File: src/rtl/wen_pkg.sv
package wen_pkg;
  typedef enum logic [1:0] {
    SRC_HOLD = 2'd0,
    SRC_ALL  = 2'd1,
    SRC_ONE  = 2'd2
  } wen_src_e;
endpackage

File: src/rtl/wen_onehot.sv
module wen_onehot #(
  parameter int NUM_WAYS = 4,
  localparam int WAY_W = $clog2(NUM_WAYS)
) (
  input  logic [WAY_W-1:0]    idx_i,
  output logic [NUM_WAYS-1:0] oh_o
);
  for (genvar g = 0; g < NUM_WAYS; g++) begin : g_bit
    assign oh_o[g] = (idx_i == WAY_W'(g));
  end
endmodule

File: src/rtl/wen_redir_sel.sv
module wen_redir_sel
  import wen_pkg::*;
#(
  parameter int ADDR_W = 32,
  parameter int WAY_W  = 2
) (
  input  logic              redir_i,
  input  logic [ADDR_W-1:0] redir_addr_i,
  input  logic              br_hit_i,
  input  logic [ADDR_W-1:0] br_tgt_i,
  input  logic [ADDR_W-1:0] br_fall_i,
  input  logic [WAY_W-1:0]  br_twp_i,
  input  logic [WAY_W-1:0]  br_fwp_i,
  output wen_src_e          src_o,
  output logic [WAY_W-1:0]  way_o
);
  logic tgt_match, fall_match;
  assign tgt_match  = br_hit_i && (redir_addr_i == br_tgt_i);
  assign fall_match = br_hit_i && (redir_addr_i == br_fall_i);

  always_comb begin
    src_o = SRC_HOLD;
    way_o = '0;
    if (redir_i) begin
      // target line checked first
      if (tgt_match) begin
        src_o = SRC_ONE;
        way_o = br_twp_i;
      end else if (fall_match) begin
        src_o = SRC_ONE;
        way_o = br_fwp_i;
      end else begin
        src_o = SRC_ALL;
      end
    end
  end
endmodule

File: src/rtl/wen_fetch_sel.sv
module wen_fetch_sel
  import wen_pkg::*;
#(
  parameter int WAY_W = 2
) (
  input  logic             fetch_done_i,
  input  logic             lkp_hit_i,
  input  logic [WAY_W-1:0] lkp_way_i,
  output wen_src_e         src_o,
  output logic [WAY_W-1:0] way_o
);
  always_comb begin
    src_o = SRC_HOLD;
    way_o = lkp_way_i;
    if (fetch_done_i) src_o = lkp_hit_i ? SRC_ONE : SRC_ALL;
  end
endmodule

File: src/rtl/wen_ctrl.sv
module wen_ctrl
  import wen_pkg::*;
#(
  parameter int NUM_WAYS = 4,
  parameter int ADDR_W   = 32,
  localparam int WAY_W   = $clog2(NUM_WAYS)
) (
  input  logic                clk_i,
  input  logic                rst_ni,
  input  logic                fetch_done_i,
  input  logic                lkp_hit_i,
  input  logic [WAY_W-1:0]    lkp_way_i,
  input  logic                redir_i,
  input  logic [ADDR_W-1:0]   redir_addr_i,
  input  logic                br_hit_i,
  input  logic [ADDR_W-1:0]   br_tgt_i,
  input  logic [ADDR_W-1:0]   br_fall_i,
  input  logic [WAY_W-1:0]    br_twp_i,
  input  logic [WAY_W-1:0]    br_fwp_i,
  output logic [NUM_WAYS-1:0] way_en_o
);
  wen_src_e          rd_src, fd_src, sel_src;
  logic [WAY_W-1:0]  rd_way, fd_way, sel_way;
  logic [NUM_WAYS-1:0] sel_oh, mask_d, mask_q;

  wen_redir_sel #(.ADDR_W(ADDR_W), .WAY_W(WAY_W)) u_redir (
    .redir_i      (redir_i),
    .redir_addr_i (redir_addr_i),
    .br_hit_i     (br_hit_i),
    .br_tgt_i     (br_tgt_i),
    .br_fall_i    (br_fall_i),
    .br_twp_i     (br_twp_i),
    .br_fwp_i     (br_fwp_i),
    .src_o        (rd_src),
    .way_o        (rd_way)
  );

  wen_fetch_sel #(.WAY_W(WAY_W)) u_fetch (
    .fetch_done_i (fetch_done_i),
    .lkp_hit_i    (lkp_hit_i),
    .lkp_way_i    (lkp_way_i),
    .src_o        (fd_src),
    .way_o        (fd_way)
  );

  // redirect wins over normal fetch completion
  assign sel_src = (rd_src != SRC_HOLD) ? rd_src : fd_src;
  assign sel_way = (rd_src != SRC_HOLD) ? rd_way : fd_way;

  wen_onehot #(.NUM_WAYS(NUM_WAYS)) u_oh (
    .idx_i (sel_way),
    .oh_o  (sel_oh)
  );

  always_comb begin
    unique case (sel_src)
      SRC_ONE: mask_d = sel_oh;
      SRC_ALL: mask_d = '1;
      default: mask_d = mask_q;
    endcase
  end

  always_ff @(posedge clk_i or negedge rst_ni) begin
    if (!rst_ni) mask_q <= '1;
    else         mask_q <= mask_d;
  end

  assign way_en_o = mask_q;

  p_legal_mask_r8: assert property (@(posedge clk_i) disable iff (!rst_ni)
    $onehot(way_en_o) || (&way_en_o));

  p_pred_way_r1: assert property (@(posedge clk_i) disable iff (!rst_ni)
    (fetch_done_i && !redir_i && lkp_hit_i)
      |=> ($onehot(way_en_o) && way_en_o[$past(lkp_way_i)]));

  p_no_pred_r2: assert property (@(posedge clk_i) disable iff (!rst_ni)
    (fetch_done_i && !redir_i && !lkp_hit_i) |=> (&way_en_o));

  p_redir_tgt_r3: assert property (@(posedge clk_i) disable iff (!rst_ni)
    (redir_i && br_hit_i && redir_addr_i == br_tgt_i)
      |=> ($onehot(way_en_o) && way_en_o[$past(br_twp_i)]));

  p_redir_fall_r4: assert property (@(posedge clk_i) disable iff (!rst_ni)
    (redir_i && br_hit_i && redir_addr_i != br_tgt_i && redir_addr_i == br_fall_i)
      |=> ($onehot(way_en_o) && way_en_o[$past(br_fwp_i)]));

  p_redir_all_r5: assert property (@(posedge clk_i) disable iff (!rst_ni)
    (redir_i && (!br_hit_i || (redir_addr_i != br_tgt_i && redir_addr_i != br_fall_i)))
      |=> (&way_en_o));

  p_hold_r9: assert property (@(posedge clk_i) disable iff (!rst_ni)
    (!fetch_done_i && !redir_i) |=> $stable(way_en_o));
endmodule

File: config.mk
export PLATFORM = sky130hd
export DESIGN_NAME = wen_ctrl
export DESIGN_NICKNAME = d
export VERILOG_FILES = /design/src/rtl/wen_pkg.sv /design/src/rtl/wen_onehot.sv /design/src/rtl/wen_redir_sel.sv /design/src/rtl/wen_fetch_sel.sv /design/src/rtl/wen_ctrl.sv
export SDC_FILE = /design/constraint.sdc
export NUM_CORES = 1
export LEC_CHECK = 0
export CELL_PAD_IN_SITES_DETAIL_PLACEMENT = 1
export CELL_PAD_IN_SITES_GLOBAL_PLACEMENT = 2
export CORE_ASPECT_RATIO = 1.4
export CORE_MARGIN = 2
export CORE_UTILIZATION = 14
export DETAILED_ROUTE_END_ITERATION = 10
export GPL_TIMING_DRIVEN = 0
export PLACE_DENSITY = 0.95
export SLEW_MARGIN = 5
export SYNTH_ARGS = -nofsm -noshare
export SYNTH_HDL_FRONTEND = slang
export SYNTH_SLANG_ARGS = --single-unit
File: constraint.sdc
create_clock -name clk_i -period 2.7 [get_ports clk_i]
set_clock_uncertainty 0.1 [all_clocks]
set_input_delay 0.54 -clock clk_i [delete_from_list [all_inputs] [get_ports clk_i]]
set_output_delay 0.54 -clock clk_i [all_outputs]
set_load 0.01 [all_outputs]
Word-level counts from Yosys, hierarchy flattened
Cells that the tools add are included.

Input port bits: 108. Output and inout bits: 4. Register bits: 4.

Mux-type cells: 11. Reductions and logical operators: 5. Eq/ne operators: 7.

Operators with widths (number): $eq 32x32->1 (2); $mux 2 (10); $pmux 4 s2 (1); $eq 2x2->1 const B (3); $eq 2x1->1 const B (2); $reduce_bool 2->1 (2); $logic_and 1x1->1 (2); $logic_not 2->1 (1).

Logic depth before layout (Yosys ltp)
Gate-level depths: netlist of the first run.

Depth in word-level cells: 9. Depth in mapped cells: 10. Gate-level depth less buffers: 10.

By module
Synthesis of the first run repeated with hierarchy kept, for this count alone.

Cells, all modules: 134. Area, all modules: 1083.5 µm².

Modules (own cells, without submodules): wen_redir_sel (cells an instance 102, sequential area each 0.0 µm², area an instance 804.5 µm², instances 1); wen_ctrl (cells an instance 24, sequential area each 105.1 µm², area an instance 221.5 µm², instances 1); wen_fetch_sel (cells an instance 4, sequential area each 0.0 µm², area an instance 31.3 µm², instances 1); wen_onehot (cells an instance 4, sequential area each 0.0 µm², area an instance 26.3 µm², instances 1).

Worst setup path before layout of the first run
No wires, ideal clock.

Kind: input to register. From: input redir_addr_i[13]. To: register mask_q[2] (netlist: way_en_o[2]). Arrival time: 2.308 ns. Setup time: 0.098 ns. Required time: 2.502 ns. Stages on the path: 10. Setup slack: 0.193 ns. Cells stage by stage: xnor2_1 > nand4_1 > nor4_2 > and3_2 > nand3b_1 > o21ai_1 > ha_1 > nor2_1 > and3b_1 > a221oi_1.

Cells in the longest elaborated chain, start to end: 9.

RTL lines: start: declaration (RTL line wen_ctrl.sv:14) `input logic [ADDR_W-1:0] redir_addr_i,`; $eq 32x32->1 (RTL line wen_redir_sel.sv:19) `assign fall_match = br_hit_i && (redir_addr_i == br_fall_i);`; $logic_and 1x1->1 (RTL line wen_redir_sel.sv:19); $mux 2 (RTL line wen_redir_sel.sv:29) `end else if (fall_match) begin`; $mux 2 (RTL line wen_redir_sel.sv:26) `if (tgt_match) begin`; $mux 2 (RTL line wen_redir_sel.sv:24) `if (redir_i) begin`; $reduce_bool 2->1 (RTL line wen_ctrl.sv:47, wen_ctrl.sv:48); $mux 2, on equally long branches (RTL line wen_ctrl.sv:48, wen_ctrl.sv:47); $eq 2x2->1, or another cell as far along (RTL line wen_onehot.sv:9) `assign oh_o[g] = (idx_i == WAY_W'(g));`; $pmux 4 s2 / $reduce_bool 2->1 (equally long branches); end signal: assignment (RTL line wen_ctrl.sv:65) `else mask_q <= mask_d;`; end: declaration (RTL line wen_ctrl.sv:24) `logic [NUM_WAYS-1:0] sel_oh, mask_d, mask_q;`.

Several ways; a longest one is shown, not always the timed one. A chain may end at the register's enable or synchronous reset.

Final worst setup path of the first run
From: input br_tgt_i[1]. To: register mask_q[0] (netlist: way_en_o[0]).

Cells in the longest elaborated chain, start to end: 8.

RTL lines: start: declaration (RTL line wen_ctrl.sv:16) `input logic [ADDR_W-1:0] br_tgt_i,`; $eq 32x32->1 * (RTL line wen_redir_sel.sv:18) `assign tgt_match = br_hit_i && (redir_addr_i == br_tgt_i);`; $logic_and 1x1->1 * (RTL line wen_redir_sel.sv:18); $mux 2 (RTL line wen_redir_sel.sv:26); $mux 2 (RTL line wen_redir_sel.sv:24); $reduce_bool 2->1 (RTL line wen_ctrl.sv:47, wen_ctrl.sv:48); $mux 2, on equally long branches (RTL line wen_ctrl.sv:47, wen_ctrl.sv:48); $eq 2x1->1, or another cell as far along (RTL line wen_ctrl.sv:56) `unique case (sel_src)`; $pmux 4 s2 / $reduce_bool 2->1 (equally long branches).

Every way passes the cells marked *; elsewhere a longest branch is shown, timed or not.

==> key figures, run 1 <==
Timing
  • Worst Max-Slew Pin Slew: between 0.4 and 0.5 ns
  • Final worst path period need: between 2 and 3 ns
  • Final Slew Violations: 0
  • Final setup violation count: 0
  • Relative slew margins: 0.6850
  • Endpoints failing hold: 0
  • Fin crit share: 0.9703
  • Worst hold slack: roughly 0.37 ns
  • Final WS setup: around 0.080 ns
  • Fmax: approximately 0.38 GHz

Critical path
  • Largest stage delay on the critical path: around 0.45 ns
  • Crit end category: flop
  • CP max stage cell: clkdlybuf4s50_1
  • CP required: ~2.7 ns
  • Reg-to-Reg End: way_en_o[0]$_DFFE_PN1P_
  • R2r startpoint: way_en_o[0]$_DFFE_PN1P_
  • Worst setup SP type: primary input
  • Crit path kind: primary input to flop
  • Critical path data arrival time: about 2.7 ns
  • Path depth of the worst reg2reg path: 2
  • Crit Path Max Fanout: 3
  • CP cell instances: clkdlybuf4s50_1, xnor2_2, nand3_1, nor3_2, and3_4, nand3b_1, o21ai_2, ha_4, nor2_2, and3b_2, a221oi_2
  • Reg2reg setup slack: 1.70 ns

Logic synthesis
  • Gate Count Post-Synth: between 100 and 150
  • Post-Synthesis Net Count: 231
  • Synth unique cells: 27
  • Mean Syn Cell Area: approximately 8.2 sq um
  • Yosys warns: 0
  • Cell Area, Synth: around 1000 sq um
  • Seq/Total Area, Yosys: 0.1054
  • Flops & latches, synth: 4

Floorplan
  • Initial core utilization: 0.1438
  • I/O Pins: around 110
  • Die H: slightly above 100 microns
  • Core Area: a little under 7000 sq um
  • Die ar.: ~8000 sq um
  • Die width: roughly 75 microns
  • Row count: 36

Power
  • Pleak: approximately 1.2 nW
  • Worst vdd rail ir drop: 191.8 uV
  • Pwr dens: around 240 nW/um^2

Worst hold path
  • Worst hold path class: flop to flop
  • Hold depth: 2
  • Hold Path End: way_en_o[2]$_DFFE_PN1P_
  • Hold Startpoint: way_en_o[2]$_DFFE_PN1P_

Outcome
  • Status: finished clean

Placement
  • PortBufs: between 100 and 150
  • Placed insts: 328
  • Placer Congestion: around 0.8
  • Place WS: -0.7481 ns
  • Final HPWL DP: approximately 4.3 mm

CTS
  • Hold buffers post-CTS: 0
  • CTS tree: done
  • H-Tree Depth: 1
  • CTS root buf: clkbuf_8
  • Clk sink count: 4
  • CTS buffer count: 3
  • CTS clk-pin slew, worst paths: approximately 0.030 ns
  • Max clock buf depth: 2
  • Worst skew pair latency: 0.23 ns

Routing
  • Vias: ~1,400
  • DR pass1 iterations: 3
  • Via/cell ratio: 4.064
  • DRC viols: 0
  • WL final: a little over 5 mm
  • Number of DRC markers in iteration 0: 9
  • Avg WL per Cell: between 10 and 15 microns
  • Antenna Violating Nets Remaining: 0

Finish
  • Area growth from synthesis to layout: 151.8%
  • Nets: around 360
  • Most frequent cells in the layout: 40 x xnor2_1, 32 x clkdlybuf4s50_1, 24 x dlygate4sd2_1, 20 x dlymetal6s2s_1
  • Share of cells above drive strength 1: 0.3520
  • # diodes: 0
  • Fin util: 0.3620
  • Layout Cells excl Fill: between 300 and 400
  • Most common cell after layout, fill and taps aside: xnor2_1
  • Largest register FFs: 4

Run
  • Max-cap violation count: 0

GRT
  • Vias in the first global route: 1,655
  • Initial antenna violation count: 0
  • Largest net degree at the start of global routing: 7
  • GRT Total Usage: 0.1279
  • First-pass GRT wire length: 7.569 mm
  • Total grt overflow: 0
## cell type report
class / instances / area, sq um
Sequential cell: 4 / 105.1
Multi-Input combinational cell: 114 / 1100
Fill cell: 839 / 4425
Timing Repair Buffer: 125 / 1131
Clock buffer: 3 / 41.29
Inverter: 4 / 15.01
Tap cell: 95 / 118.9
## what timing repair did
action                                  4_1_cts  5_1_grt
endpoints found under the setup margin        4        4
gates resized for setup                     123       95
cloned                                        0        0
pin swaps                                    47       45
setup buffers                                13        2
## worst max-delay path, delay by kind of cell
kind                     cells  cell delay, ns
XOR/XNOR                     1            0.21
buffers and inverters        1            0.45
adder cells (fa/ha/maj)      1            0.29
AO/OA/AOI/OAI                2            0.27
AND/OR/NAND/NOR              6            0.91
## logic make-up after synthesis
| logic type | share of synthesized area |
|---|---|
| buffers and inverters | 0.01505 |
| adder cells (fa/ha/maj) | 0.01255 |
| XOR/XNOR | 0.5621 |
| AO/OA/AOI/OAI | 0.07403 |
| AND/OR/NAND/NOR | 0.2309 |
| flip-flops | 0.1054 |
## worst max-delay path by stage
stage | startpoint | to | slack, ns
after global placement | redir_addr_i[23] | way_en_o[2]$_DFFE_PN1P_ | -0.70
after CTS | br_tgt_i[0] | way_en_o[0]$_DFFE_PN1P_ | 0.0005
final | br_tgt_i[1] | way_en_o[0]$_DFFE_PN1P_ | 0.08
after detailed placement | redir_addr_i[23] | way_en_o[2]$_DFFE_PN1P_ | -0.75
after floorplan | redir_addr_i[13] | way_en_o[2]$_DFFE_PN1P_ | 0.19
after global routing | br_tgt_i[1] | way_en_o[2]$_DFFE_PN1P_ | -0.04
## cells in the mapped netlist, drive strengths merged
cell	count	area, sq um
nor3b	1	7.510
nor3	2	10.01
nor2	3	11.26
nor2b	1	6.260
nand3b	1	7.510
o31a	1	8.760
xnor2	56	490.5
o31ai	1	7.510
and3b	1	8.760
xor2	8	70.07
or2	1	6.260
ha	1	12.51
nand4	13	81.33
o21ai	3	15.01
nand2	5	18.77
a221oi	2	23.77
o311ai	1	8.760
inv	4	15.01
a21oi	2	10.01
nand3	3	15.01
nor4	4	31.28
dfstp	4	105.1
and2	1	6.260
and3	3	20.02
## report_power, final
part,switching (mW),internal (mW)
registers,0.00686,0.0821
logic,0.143,0.230
clock network,0.0401,0.0958
total,0.190,0.408
## stage by stage
step                      area, sq um  TNS (ns)  total power [mW]
final                            2511         0            0.5979
after global routing             2511  -0.08965            0.6383
after CTS                        2436         0            0.5889
after detailed placement         2227    -2.476            0.4511
after global placement           2227    -2.287            0.4427
after floorplan                 997.2         0            0.2168
## per-layer routing
| layer | vias to the layer above | track usage | wire, microns | part of all wire |
|---|---|---|---|---|
| met2 | 73 | 0.2615 | 3083 | 0.61 |
| li1 | 684 | - | - | - |
| met5 | - | 0 | 0 | 0 |
| met3 | 6 | 0.01744 | 313 | 0.062 |
| met1 | 639 | 0.1211 | 1589 | 0.31 |
| met4 | 0 | 0.03759 | 81 | 0.016 |
Note: power is estimated with default switching activity, not from simulation.
==> inputs of run 2 (changes only) <==
--- a/config.mk
+++ b/config.mk
@@ -8,7 +8,6 @@
 export CELL_PAD_IN_SITES_DETAIL_PLACEMENT = 1
 export CELL_PAD_IN_SITES_GLOBAL_PLACEMENT = 2
 export CORE_ASPECT_RATIO = 1.4
-export CORE_MARGIN = 2
 export CORE_UTILIZATION = 14
 export DETAILED_ROUTE_END_ITERATION = 10
 export GPL_TIMING_DRIVEN = 0
==> key figures, run 2 (same netlist as run 1, synthesis figures left out) <==
Routing
  • Via/cell ratio: 4.020 (-1.1%)
  • Vias: 1,403 (+0.071%)
  • DR pass1 iterations: 3 (unchanged)
  • Antenna Violating Nets Remaining: 0 (unchanged)
  • Number of DRC markers in iteration 0: 6 (-3)
  • WL final: 4.888 mm (-3.6%)
  • Avg WL per Cell: 14.01 microns (-4.7%)
  • DRC viols: 0 (unchanged)

CTS
  • H-Tree Depth: 1 (unchanged)
  • CTS clk-pin slew, worst paths: 0.03 ns (about the same)
  • Max clock buf depth: 2 (unchanged)
  • Clk sink count: 4 (unchanged)
  • CTS tree: done
  • Worst skew pair latency: 0.22 ns (about the same)
  • CTS root buf: clkbuf_8
  • Hold buffers post-CTS: 0 (unchanged)
  • CTS buffer count: 3 (unchanged)

Placement
  • Placer Congestion: 0.8047 (-0.73%)
  • Placement Cell Area: 2227 sq um (unchanged)
  • Final HPWL DP: 4.125 mm (-4.0%)
  • PortBufs: 111 (unchanged)

GRT
  • GRT Total Usage: 0.1342 (+0.006301)
  • Total grt overflow: 0 (unchanged)
  • Vias in the first global route: 1,616 (-2.4%)
  • First-pass GRT wire length: 7.376 mm (-2.5%)
  • Initial antenna violation count: 0 (unchanged)
  • Largest net degree at the start of global routing: 6 (-1)

Critical path
  • Crit end category: flop
  • Crit path kind: primary input to flop
  • Crit Path Max Fanout: 3 (unchanged)
  • Reg2reg setup slack: 1.70 ns (about the same)
  • CP required: 2.75 ns (about the same)
  • Critical path data arrival time: 2.67 ns (about the same)
  • Path depth of the worst reg2reg path: 2 (unchanged)
  • Worst setup SP type: primary input

Timing
  • Final Slew Violations: 0 (unchanged)
  • Worst Max-Slew Pin Slew: 0.4228 ns (-0.04563 ns)
  • Endpoints failing hold: 0 (unchanged)
  • Relative slew margins: 0.7157 (+0.03068)
  • RSZ-0062 raised after global routing: yes
  • Final setup violation count: 0 (unchanged)
  • Final worst path period need: 2.619 ns (-0.0006792 ns)
  • Worst hold slack: 0.3697 ns (-0.004051 ns)
  • Final setup TNS: 0 ns (unchanged)
  • Fin crit share: 0.9701 (about the same)
  • Fmax: 0.3818 GHz (about the same)

Finish
  • Area growth from synthesis to layout: 151.2%
  • Fin util: 0.3611 (-0.0009020)
  • Most frequent cells in the layout: 41 x xnor2_1, 33 x dlygate4sd2_1, 30 x clkdlybuf4s50_1, 17 x buf_4
  • Nets: 365 (+1.1%)
  • Share of cells above drive strength 1: 0.3425 (-0.009480)
  • FILL cells: 853 (+1.7%)
  • Fin area: 2505 sq um (-0.25%)
  • Most common cell after layout, fill and taps aside: xnor2_1
  • # diodes: 0 (unchanged)
  • Largest register FFs: 4 (unchanged)

Floorplan
  • Initial core utilization: 0.1438 (unchanged)
  • Die width: 73.33 microns (-2.7%)
  • Die ar.: 7469 sq um (-4.5%)
  • Die H: 101.9 microns (-1.9%)
  • I/O Pins: 112 (unchanged)
  • Core Area: 6937 sq um (unchanged)
  • Row count: 36 (unchanged)

Worst hold path
  • Hold depth: 2 (unchanged)
  • Worst hold path class: flop to flop

Power
  • Pwr dens: 236.2 nW/um^2 (-0.80%)
  • Worst vdd rail ir drop: 152.8 uV (-20%)
  • Pleak: 1.114 nW (-6.0%)

Run
  • Max-cap violation count: 0 (unchanged)

Outcome
  • Status: finished clean
==> run 2: cell types whose count changed in the layout (fill, tap and decap cells not counted), sizes merged <==
cell | before | now
dlygate4sd2 | 24 | 33
dlymetal6s2s | 20 | 11
clkdlybuf4s15 | 2 | 9
clkbuf | 18 | 12
buf | 32 | 37
clkdlybuf4s50 | 32 | 30
==> run 2: metal layers <==
| layer | global-route usage | share of wire |
|---|---|---|
| met5 | 0 | 0 |
| met4 | 0.03994 | 0.011 |
| met3 | 0.01775 | 0.057 |
| met2 | 0.2956 | 0.61 |
| met1 | 0.1191 | 0.32 |
==> run 2: path summary, 6_finish.rpt <==
kind                                      endpoint                     from
max in group asynchronous  way_en_o[0]$_DFFE_PN1P_                   rst_ni
min reg2reg                way_en_o[2]$_DFFE_PN1P_  way_en_o[2]$_DFFE_PN1P_
min                        way_en_o[2]$_DFFE_PN1P_  way_en_o[2]$_DFFE_PN1P_
max reg2reg                way_en_o[0]$_DFFE_PN1P_  way_en_o[0]$_DFFE_PN1P_
min in group asynchronous  way_en_o[3]$_DFFE_PN1P_                   rst_ni
max                        way_en_o[1]$_DFFE_PN1P_          redir_addr_i[6]
==> run 2: cell type report <==
class,instances,area (sq um),area share
Timing Repair Buffer,129,1135,0.4530
Clock buffer,3,41.29,0.01648
Sequential cell,4,105.1,0.04196
Inverter,4,15.01,0.005994
Multi-Input combinational cell,114,1090,0.4351
Tap cell,95,118.9,0.04745
==> run 2: what timing repair did <==
action | 4_1_cts | 5_1_grt
resized for setup | 153 | 59
endpoints found under the setup margin | 4 | 4
pin swaps | 59 | 45
endpoints found under the hold margin | 0 | 0
buffers inserted | 17 | 3
==> run 2: worst max-delay path: stages <==
cell      delay (ns)
buf_8           0.10
xnor2_2         0.15
nand4_1         0.15
nor4_2          0.35
buf_4           0.16
and3_4          0.17
nand3b_1        0.16
nand2_2         0.09
ha_4            0.27
buf_6           0.13
nor2_2          0.10
nand2_1         0.09
o21ai_1         0.17
==> run 2: report_power, final <==
part | internal [mW] | switching, mW | leakage [nW]
sequential | 0.0821 | 0.00599 | 0.0421
combinational | 0.232 | 0.144 | 1.05
clock | 0.0951 | 0.0325 | 0.0216
total | 0.409 | 0.182 | 1.11
==> run 2: stage by stage <==
step	std cells	power (mW)	setup WS, ns
2_1_floorplan	122	0.2168	0.1933
3_3_place_gp	328	0.4429	-0.6593
3_5_place_dp	328	0.4507	-0.7243
4_1_cts	348	0.5734	0.0006872
5_1_grt	349	0.6266	-0.02808
6_report	349	0.5916	0.08077
